**config.mk**
```make
export PLATFORM = sky130hd
export DESIGN_NAME = muxbus_sequencer
export DESIGN_NICKNAME = d
export VERILOG_FILES = /design/src/rtl/muxbus_pkg.sv /design/src/rtl/muxbus_lane.sv /design/src/rtl/muxbus_pins.sv /design/src/rtl/muxbus_sequencer.sv
export SDC_FILE = /design/constraint.sdc
export NUM_CORES = 1
export LEC_CHECK = 0
export BUFFER_PORTS_ARGS = -buffer_cell sky130_fd_sc_hd__buf_2
export CELL_PAD_IN_SITES_DETAIL_PLACEMENT = 1
export CELL_PAD_IN_SITES_GLOBAL_PLACEMENT = 1
export CORE_MARGIN = 5
export CORE_UTILIZATION = 38
export CTS_CLUSTER_SIZE = 40
export DETAILED_ROUTE_END_ITERATION = 12
export PLACE_DENSITY = 0.87
export SLEW_MARGIN = 25
export SYNTH_ARGS = -nofsm -noshare
export SYNTH_HDL_FRONTEND = slang
export SYNTH_SLANG_ARGS = --single-unit
```
**constraint.sdc**
```tcl
create_clock -name clk -period 2.5 [get_ports clk]
set_input_delay 0.125 -clock clk [delete_from_list [all_inputs] [get_ports clk]]
set_output_delay 0.125 -clock clk [all_outputs]
set_load 0.05 [all_outputs]
```
**src/rtl/muxbus_pkg.sv**
```systemverilog
package muxbus_pkg;
    typedef enum logic [2:0] {
        PH_IDLE = 3'd0,
        PH_T1   = 3'd1,
        PH_T2   = 3'd2,
        PH_T3   = 3'd3,
        PH_T4   = 3'd4,
        PH_HOLD = 3'd5
    } phase_e;
endpackage

```
**src/rtl/muxbus_lane.sv**
```systemverilog
module muxbus_lane (
    input  logic word,
    input  logic a0,
    output logic bhe_n
);
    // upper lane joins for any word or for an odd byte
    always_comb begin
        bhe_n = !(word || a0);
    end
endmodule

```
**src/rtl/muxbus_pins.sv**
```systemverilog
module muxbus_pins
    import muxbus_pkg::*;
#(
    parameter int AW = 20,
    parameter int DW = 16,
    localparam int HW = AW - DW
) (
    input  phase_e          ph,
    input  logic            mem,
    input  logic            write,
    input  logic [AW-1:0]   addr,
    input  logic [DW-1:0]   wdata,
    input  logic            bhe_n_t1,
    output logic [DW-1:0]   ad_out,
    output logic            ad_oe,
    output logic [HW-1:0]   ahi_out,
    output logic            ahi_oe,
    output logic            ale,
    output logic            mio,
    output logic            rd_n,
    output logic            wr_n,
    output logic            bhe_n,
    output logic            dtr,
    output logic            den_n,
    output logic            ctl_oe,
    output logic            hlda
);
    logic data_ph;
    logic own_ph;

    always_comb begin
        data_ph = (ph == PH_T2) || (ph == PH_T3) || (ph == PH_T4);
        own_ph  = (ph == PH_T1) || data_ph;

        ad_out  = '0;
        ad_oe   = 1'b0;
        ahi_out = '0;
        ahi_oe  = own_ph;
        ale     = (ph == PH_T1);
        mio     = own_ph && mem;
        rd_n    = 1'b1;
        wr_n    = 1'b1;
        bhe_n   = 1'b1;
        dtr     = own_ph && write;
        den_n   = !data_ph;
        ctl_oe  = own_ph;
        hlda    = (ph == PH_HOLD);

        if (ph == PH_T1) begin
            ad_out  = addr[DW-1:0];
            ad_oe   = 1'b1;
            ahi_out = mem ? addr[AW-1:DW] : '0;
            bhe_n   = bhe_n_t1;
        end
        if (data_ph) begin
            ad_oe = write;
            if (write) begin
                ad_out = wdata;
            end
            if (ph != PH_T4) begin
                rd_n = write;
                wr_n = !write;
            end
        end
    end
endmodule

```
**src/rtl/muxbus_sequencer.sv**
```systemverilog
module muxbus_sequencer
    import muxbus_pkg::*;
#(
    parameter int AW = 20,
    parameter int DW = 16,
    localparam int HW = AW - DW
) (
    input  logic            clk,
    input  logic            rst,
    input  logic            req_valid,
    input  logic            req_mem,
    input  logic            req_write,
    input  logic            req_word,
    input  logic [AW-1:0]   req_addr,
    input  logic [DW-1:0]   req_wdata,
    output logic            req_ack,
    output logic            done,
    output logic [DW-1:0]   rdata,
    output logic            align_err,
    output logic [DW-1:0]   pin_ad_out,
    output logic            pin_ad_oe,
    input  logic [DW-1:0]   pin_ad_in,
    output logic [HW-1:0]   pin_ahi_out,
    output logic            pin_ahi_oe,
    output logic            pin_ale,
    output logic            pin_mio,
    output logic            pin_rd_n,
    output logic            pin_wr_n,
    output logic            pin_bhe_n,
    output logic            pin_dtr,
    output logic            pin_den_n,
    output logic            pin_ctl_oe,
    input  logic            pin_ready,
    input  logic            pin_hold,
    output logic            pin_hlda
);
    typedef struct packed {
        phase_e          ph;
        logic            mem;
        logic            write;
        logic            word;
        logic [AW-1:0]   addr;
        logic [DW-1:0]   wdata;
        logic [DW-1:0]   rdata;
        logic            rdy;
    } seq_t;

    seq_t st_d, st_q;
    logic idle_open;
    logic misaligned;
    logic bhe_n_lat;

    always_comb begin
        idle_open  = (st_q.ph == PH_IDLE) && !pin_hold;
        misaligned = req_word && req_addr[0];
        req_ack    = idle_open && req_valid;
        align_err  = req_ack && misaligned;
        done       = (st_q.ph == PH_T4);
        rdata      = st_q.rdata;
    end

    always_comb begin
        st_d = st_q;
        case (st_q.ph)
            PH_IDLE: begin
                if (pin_hold) begin
                    st_d.ph = PH_HOLD;
                end else if (req_valid && !misaligned) begin
                    st_d.ph    = PH_T1;
                    st_d.mem   = req_mem;
                    st_d.write = req_write;
                    st_d.word  = req_word;
                    st_d.addr  = req_addr;
                    st_d.wdata = req_wdata;
                end
            end
            PH_T1: st_d.ph = PH_T2;
            PH_T2: begin
                st_d.ph  = PH_T3;
                st_d.rdy = pin_ready;
            end
            PH_T3: begin
                if (st_q.rdy) begin
                    st_d.ph = PH_T4;
                    if (!st_q.write) begin
                        st_d.rdata = pin_ad_in;
                    end
                end else begin
                    st_d.rdy = pin_ready;
                end
            end
            PH_T4: st_d.ph = pin_hold ? PH_HOLD : PH_IDLE;
            PH_HOLD: begin
                if (!pin_hold) begin
                    st_d.ph = PH_IDLE;
                end
            end
            default: st_d.ph = PH_IDLE;
        endcase
    end

    always_ff @(posedge clk) begin
        if (rst) begin
            st_q <= '0;
        end else begin
            st_q <= st_d;
        end
    end

    muxbus_lane u_lane (
        .word  (st_q.word),
        .a0    (st_q.addr[0]),
        .bhe_n (bhe_n_lat)
    );

    muxbus_pins #(.AW(AW), .DW(DW)) u_pins (
        .ph       (st_q.ph),
        .mem      (st_q.mem),
        .write    (st_q.write),
        .addr     (st_q.addr),
        .wdata    (st_q.wdata),
        .bhe_n_t1 (bhe_n_lat),
        .ad_out   (pin_ad_out),
        .ad_oe    (pin_ad_oe),
        .ahi_out  (pin_ahi_out),
        .ahi_oe   (pin_ahi_oe),
        .ale      (pin_ale),
        .mio      (pin_mio),
        .rd_n     (pin_rd_n),
        .wr_n     (pin_wr_n),
        .bhe_n    (pin_bhe_n),
        .dtr      (pin_dtr),
        .den_n    (pin_den_n),
        .ctl_oe   (pin_ctl_oe),
        .hlda     (pin_hlda)
    );

    assert_one_strobe_R4: assert property (@(posedge clk) disable iff (rst)
        !(!pin_rd_n && !pin_wr_n));
    assert_ale_single_R2: assert property (@(posedge clk) disable iff (rst)
        pin_ale |=> !pin_ale);
    assert_mio_held_R3: assert property (@(posedge clk) disable iff (rst)
        (pin_ctl_oe && !pin_ale) |-> $stable(pin_mio));
    assert_wait_repeats_R6: assert property (@(posedge clk) disable iff (rst)
        (st_q.ph == PH_T3 && !st_q.rdy) |=> (st_q.ph == PH_T3));
    assert_den_off_in_addr_R7: assert property (@(posedge clk) disable iff (rst)
        pin_ale |-> pin_den_n);
    assert_float_on_hlda_R9: assert property (@(posedge clk) disable iff (rst)
        pin_hlda |-> (!pin_ad_oe && !pin_ahi_oe && !pin_ctl_oe));
    assert_no_ack_held_R9: assert property (@(posedge clk) disable iff (rst)
        pin_hlda |-> !req_ack);
    assert_err_no_cycle_R10: assert property (@(posedge clk) disable iff (rst)
        align_err |=> !pin_ale);
endmodule

```
==> results of run 1 <==
[registers in the layout (all words and copies together), names as in the netlist]
name,count
st_q,43
rdata,16
[cells in the final DEF (no fill, tap or decap), types with 2 or more instances in the layout]
cell type    n
mux2i_1     16
nand2b_1     4
nor3_1       2
nand3b_1     2
and3_1       5
buf_2      109
dfxtp_1     59
a21oi_1     40
nand4_1     37
clkbuf_8    12
buf_4        7
nand2_1     36
inv_1        3
nor2_1       4
o21ai_0     39
and2_1       2
a22o_1      16
nor3b_2      2
clkinv_2     2
[stage by stage]
step,hold slack [ns],power [mW],cell area (um^2)
2_1_floorplan,0.265,1.36,2840
3_3_place_gp,0.373,1.46,3250
3_5_place_dp,0.383,1.48,3250
4_1_cts,0.0257,2.40,3460
5_1_grt,0.0279,2.49,3460
6_report,0.0409,2.37,3460
[logic make-up after synthesis]
logic type                synth area share, %
AOI/OAI and AO/OA                        20.6
xor gates and xnor gates                0.310
buffers and inverters                    11.4
DFF                                      41.7
muxes                                    5.66
and+or+nand+nor                          20.3
[tightest hold or removal path: stages]
cell and delay [ns]:
buf_2 0.09, nand2_1 0.04, mux2i_1 0.06
[path summary, 6_finish.rpt]
path / cells after the start / end / slack, ns
setup / recovery: 4 / pin_ad_out[3] / 0.18
setup reg to reg: 3 / st_q[53] / 0.70
hold / removal: 3 / rdata[15] / 0.04
hold reg to reg: 2 / rdata[4] / 0.46
[area by class of cell]
class	instances	share of cell area, %
multi-input combinational	219	38.5
tap	99	3.58
inverter	3	0.326
sequential	59	34.2
clock buffer	12	4.78
timing repair buffer	116	17.3
clock inverter	4	1.37
[metal layers]
layer,vias to the layer above,global-route usage (%)
met4,0,7.83
met2,86,32.5
met1,1359,23.2
met5,-,0
li1,1343,-
met3,13,3.67
[power breakdown]
group | internal [mW] | switching, mW | leakage [nW]
Combinational | 0.131 | 0.307 | 0.877
Sequential | 0.976 | 0.0416 | 0.478
Clock | 0.539 | 0.374 | 0.108
==> flow_summary.json, run 1 <==
{
  "status": "finished clean",
  "routedLengthMet1_um": 3700,
  "async_flop_share_pct": 0,
  "maxUsedRoutingLayer": "met4",
  "gp_congestion": 0.819,
  "drc": 0,
  "fin_ws_ns": 0.182,
  "pre_cts_slack_ns": 0.544,
  "grt_usage_pct": 19.0,
  "dr_total_vias": 2801,
  "criticalPathCategory": "reg -> out",
  "die_h_um": 96.3,
  "path_buf_inv": 1,
  "ant_nets": 0,
  "required_ns": 2.38,
  "dp_cells": 496,
  "finalWirelength_um": 8910,
  "startpoint": "st_q[57]",
  "worst_path_max_delay_cell": "dfxtp_1",
  "yosys_warnings": 0,
  "diodes": 0,
  "cap_viol_max_count": 0,
  "core_area_um2": 7250,
  "syn_to_final_growth_pct": 22.2,
  "synth_top_area_cell": "dfxtp_1",
  "fp.dieArea_um2": 9270,
  "met3_length_um": 438,
  "drtIter0Drc": 111,
  "dp_hpwl_um": 6140,
  "power_leakage_nw": 1.46,
  "grt_start_max_net_pins": 43,
  "start_kind": "register",
  "viasPerCell": 5.47,
  "multi_input_area_um2": 1330,
  "cts_root_buf": "clkbuf_8",
  "ys_ff_latch": 59,
  "synth.most_common_cell": "dfxtp_1",
  "port-buffer-count": 109,
  "finalCoreUtilization_pct": 47.7,
  "slew_viol_final": 0,
  "max_freq_mhz": 431,
  "drive_gt1_share_pct": 33.9,
  "synth_ff_type": "dfxtp_1",
  "synth_common_cells": "dfxtp_1, a21oi_1, o21ai_0",
  "synth_top_area_share_pct": 41.7,
  "seqCellArea_um2": 1180,
  "clkTransAtPathRegs_ns": 0.07,
  "grt_pass1_vias": 2772,
  "finalSetupViolations": 0,
  "critical_path.max_fanout": 17,
  "crit_arrival_ns": 2.19,
  "min_period_over_period_pct": 92.7,
  "syn_nets": 393,
  "slew_headroom_pct": 39.4,
  "cts_tree": "yes",
  "fillers": 931,
  "min_period_ns": 2.32,
  "setup-tns-final_ns": 0,
  "dr.pass1.iters": 4,
  "avgSynthCellArea_um2": 8.50,
  "fin_cells": 512,
  "cts-htree-levels": 3,
  "wl_met2_um": 4620,
  "cts_buffers": 9,
  "rsz0062_at_grt": "no",
  "cts_setup_buffers": 0,
  "synth_edf_count": 0,
  "ys_top_cells_by_area": "dfxtp_1, nand4_1, a21oi_1",
  "min_path_type": "in -> reg",
  "nNetsFinal": 468,
  "post_drt_wl_per_cell_um": 17.4,
  "antenna_found_initial": 0,
  "max_stage_delay_ns": 0.62,
  "clock_sinks": 59,
  "tightestPinTransition_ns": 0.908,
  "ys_seq_area_share_pct": 41.7,
  "grt-ovfl-total": 0,
  "end_kind": "primary output",
  "skew_ns": 0.00605,
  "worst_hold_startpoint": "pin_ad_in[15]",
  "syn_area_um2": 2830,
  "power.density_nw_per_um2": 685,
  "rows": 31,
  "initial_core_util_pct": 39.0,
  "clock_path_buffers": 2,
  "ctsResizeCount": 0,
  "path_delay_family": "flip-flops",
  "worstSkewPairLatency_ns": 0.32,
  "cp_cell_sequence": "nor2b_1 -> o21a_2 -> a22o_1 -> buf_2",
  "postSynthCellCount": 333,
  "worst_r2r_startpoint": "st_q[58]",
  "cts_hold_buf": 0,
  "ir_drop_uv": 315,
  "hold_violations": 0,
  "ys_types": 35,
  "grt_pass1_wl_um": 13700,
  "die_w_um": 96.3,
  "ioPinCount": 110
}
No activity file was read; power rests on OpenSTA's default activity.
==> run 2, diff against run 1 <==
ABC_AREA = 1   (was unset)
CORE_UTILIZATION = 36   (was 38)
PLACE_DENSITY = 0.86   (was 0.87)
==> flow_summary.json, run 2 <==
{
  "final_cell_mix": "buf_2, nor2_1, dfxtp_1, nand2_1, o21ai_0",
  "skew_ns": 0.00578,
  "viasPerCell": 5.09,
  "port-buffer-count": 109,
  "antenna_found_initial": 0,
  "setup-tns-final_ns": 0,
  "criticalPathCategory": "reg -> out",
  "max_stage_delay_ns": 0.41,
  "grt_usage_pct": 18.8,
  "nNetsFinal": 527,
  "crit_arrival_ns": 2.04,
  "layout_commonest_cell": "buf_2",
  "cts_buffers": 9,
  "grt_pass1_wl_um": 14800,
  "dp_cells": 555,
  "fin_ws_ns": 0.337,
  "power_leakage_nw": 1.67,
  "post_dp_cell_area_um2": 3190,
  "cap_viol_max_count": 0,
  "synth.most_common_cell": "nor2_1",
  "fin_hold_ws_ns": 0.0250,
  "cts_tree": "yes",
  "min_period_ns": 2.16,
  "fin_cells": 571,
  "required_ns": 2.38,
  "synth_edf_count": 0,
  "drive_gt1_share_pct": 30.1,
  "synth_top_area_cell": "dfxtp_1",
  "ioPinCount": 110,
  "path_common_cell": "nand2_1",
  "ys_ff_latch": 59,
  "cts_hold_buf": 0,
  "grt_pass1_vias": 3044,
  "top_register": "st_q",
  "synth_common_cells": "nor2_1, dfxtp_1, nand2_1",
  "post_drt_wl_per_cell_um": 15.9,
  "slew_viol_final": 0,
  "die_w_um": 97.4,
  "slew_headroom_pct": 65.1,
  "grt_use_met3_pct": 4.52,
  "postSynthCellCount": 383,
  "syn_nets": 443,
  "ys_seq_area_share_pct": 43.0,
  "critical_path.max_fanout": 13,
  "cts_root_buf": "clkbuf_8",
  "cts_setup_buffers": 0,
  "drtIter0Drc": 129,
  "clkTransAtPathRegs_ns": 0.07,
  "diodes": 0,
  "status": "finished clean",
  "max_freq_mhz": 462,
  "yosys_warnings": 0,
  "gp_congestion": 0.894,
  "tightestPinTransition_ns": 0.523,
  "fp.dieArea_um2": 9480,
  "ys_top_cells_by_area": "dfxtp_1, nor2_1, o21ai_0",
  "finalWirelength_um": 9070,
  "cp_cell_sequence": "nor2_4 -> nand2_1 -> nand2_1 -> buf_4 -> nand3_1 -> nand2_1 -> buf_2",
  "top_usage_layer": "met2",
  "rows": 31,
  "clock_sinks": 59,
  "dp_hpwl_um": 6300,
  "ant_nets": 0,
  "ir_drop_uv": 431,
  "worst_path_max_delay_cell": "nand2_1",
  "min_path_type": "in -> reg",
  "start_kind": "register",
  "worstSkewPairLatency_ns": 0.33,
  "dr_total_vias": 2906,
  "initial_core_util_pct": 37.5,
  "async_flop_share_pct": 0,
  "drc": 0,
  "core_area_um2": 7330,
  "ys_types": 24,
  "final_area_um2": 3390,
  "grt_util_met1_pct": 22.2,
  "met2_usage_pct": 33.2,
  "syn_area_um2": 2750,
  "finalSetupViolations": 0,
  "syn_to_final_growth_pct": 23.2,
  "rsz0062_at_grt": "no",
  "cts-htree-levels": 3,
  "fillers": 981,
  "largest_reg_flops": 43,
  "min_period_over_period_pct": 86.5,
  "path_delay_family": "simple AND/OR/NAND/NOR gates",
  "synth_top_area_share_pct": 43.0,
  "dr.pass1.iters": 4,
  "clock_path_buffers": 2,
  "power.density_nw_per_um2": 854,
  "avgSynthCellArea_um2": 7.18,
  "end_kind": "primary output",
  "pre_cts_slack_ns": 0.747,
  "grt-ovfl-total": 0,
  "grt_start_max_net_pins": 56,
  "hold_violations": 0,
  "die_h_um": 97.4,
  "ctsResizeCount": 0,
  "path_buf_inv": 2,
  "synth_ff_type": "dfxtp_1"
}
run 2: cell types whose count changed after synthesis, moves of 16 or more:
cell / before / now
nand4_1: 37 / 1
a22o_1: 16 / 0
nor2_1: 4 / 82
nor4_1: 1 / 37
mux2i_1: 16 / 0
nand3_1: 0 / 20
nand2_1: 36 / 55
a21oi_1: 40 / 3
run 2: cell families after synthesis:
logic type             count (synthesis)  share of synthesized area (%)
flip-flops                            59                           43.0
AND/OR/NAND/NOR                      203                           33.3
AO/OA/AOI/OAI                         61                           11.2
buffers and inverters                 60                           12.6
run 2: stage by stage:
stage / power [mW] / utilization [%]
4_1_cts: 2.92 / 46.2
5_1_grt: 3.04 / 46.2
2_1_floorplan: 1.83 / -
3_5_place_dp: 2.05 / 43.6
3_3_place_gp: 2.02 / 43.6
6_report: 2.89 / 46.2
run 2: worst register-to-register path: cells and delay by family (launching register included):
family,cells,cell delay (ns)
AO/OA/AOI/OAI,1,0.12
flip-flops,1,0.38
AND/OR/NAND/NOR,4,0.75
buffers and inverters,1,0.31
run 2: layout make-up:
type                       count  area, um^2  area share (%)
sequential                    59        1180            34.9
multi-input combinational    264        1220            36.1
tap                           99         124            3.66
clock inverter                 6        55.1            1.63
timing repair buffer         117         606            17.9
inverter                      16        61.3            1.81
clock buffer                  10         138            4.07
run 2: where the power goes:
group,leakage (nW),switching (mW),internal (mW)
registers,0.480,0.0736,1.03
clock network,0.106,0.372,0.478
logic,1.08,0.711,0.221
total,1.67,1.16,1.73
run 2: worst paths after layout:
check,startpoint,to,slack [ns],cells after the start
worst max-delay path,st_q[56],pin_ad_out[5],0.34,7
worst min-delay path,req_wdata[10],st_q[27],0.03,3
worst max register to register,st_q[56],st_q[28],0.89,6
worst min register to register,rdata[3],rdata[3],0.48,2
run 2: routing by layer:
| layer | vias to the layer above | routed length, um |
|---|---|---|
| met4 | 0 | 180 |
| met5 | - | 0 |
| li1 | 1434 | - |
| met2 | 90 | 4430 |
| met3 | 17 | 471 |
| met1 | 1365 | 3990 |
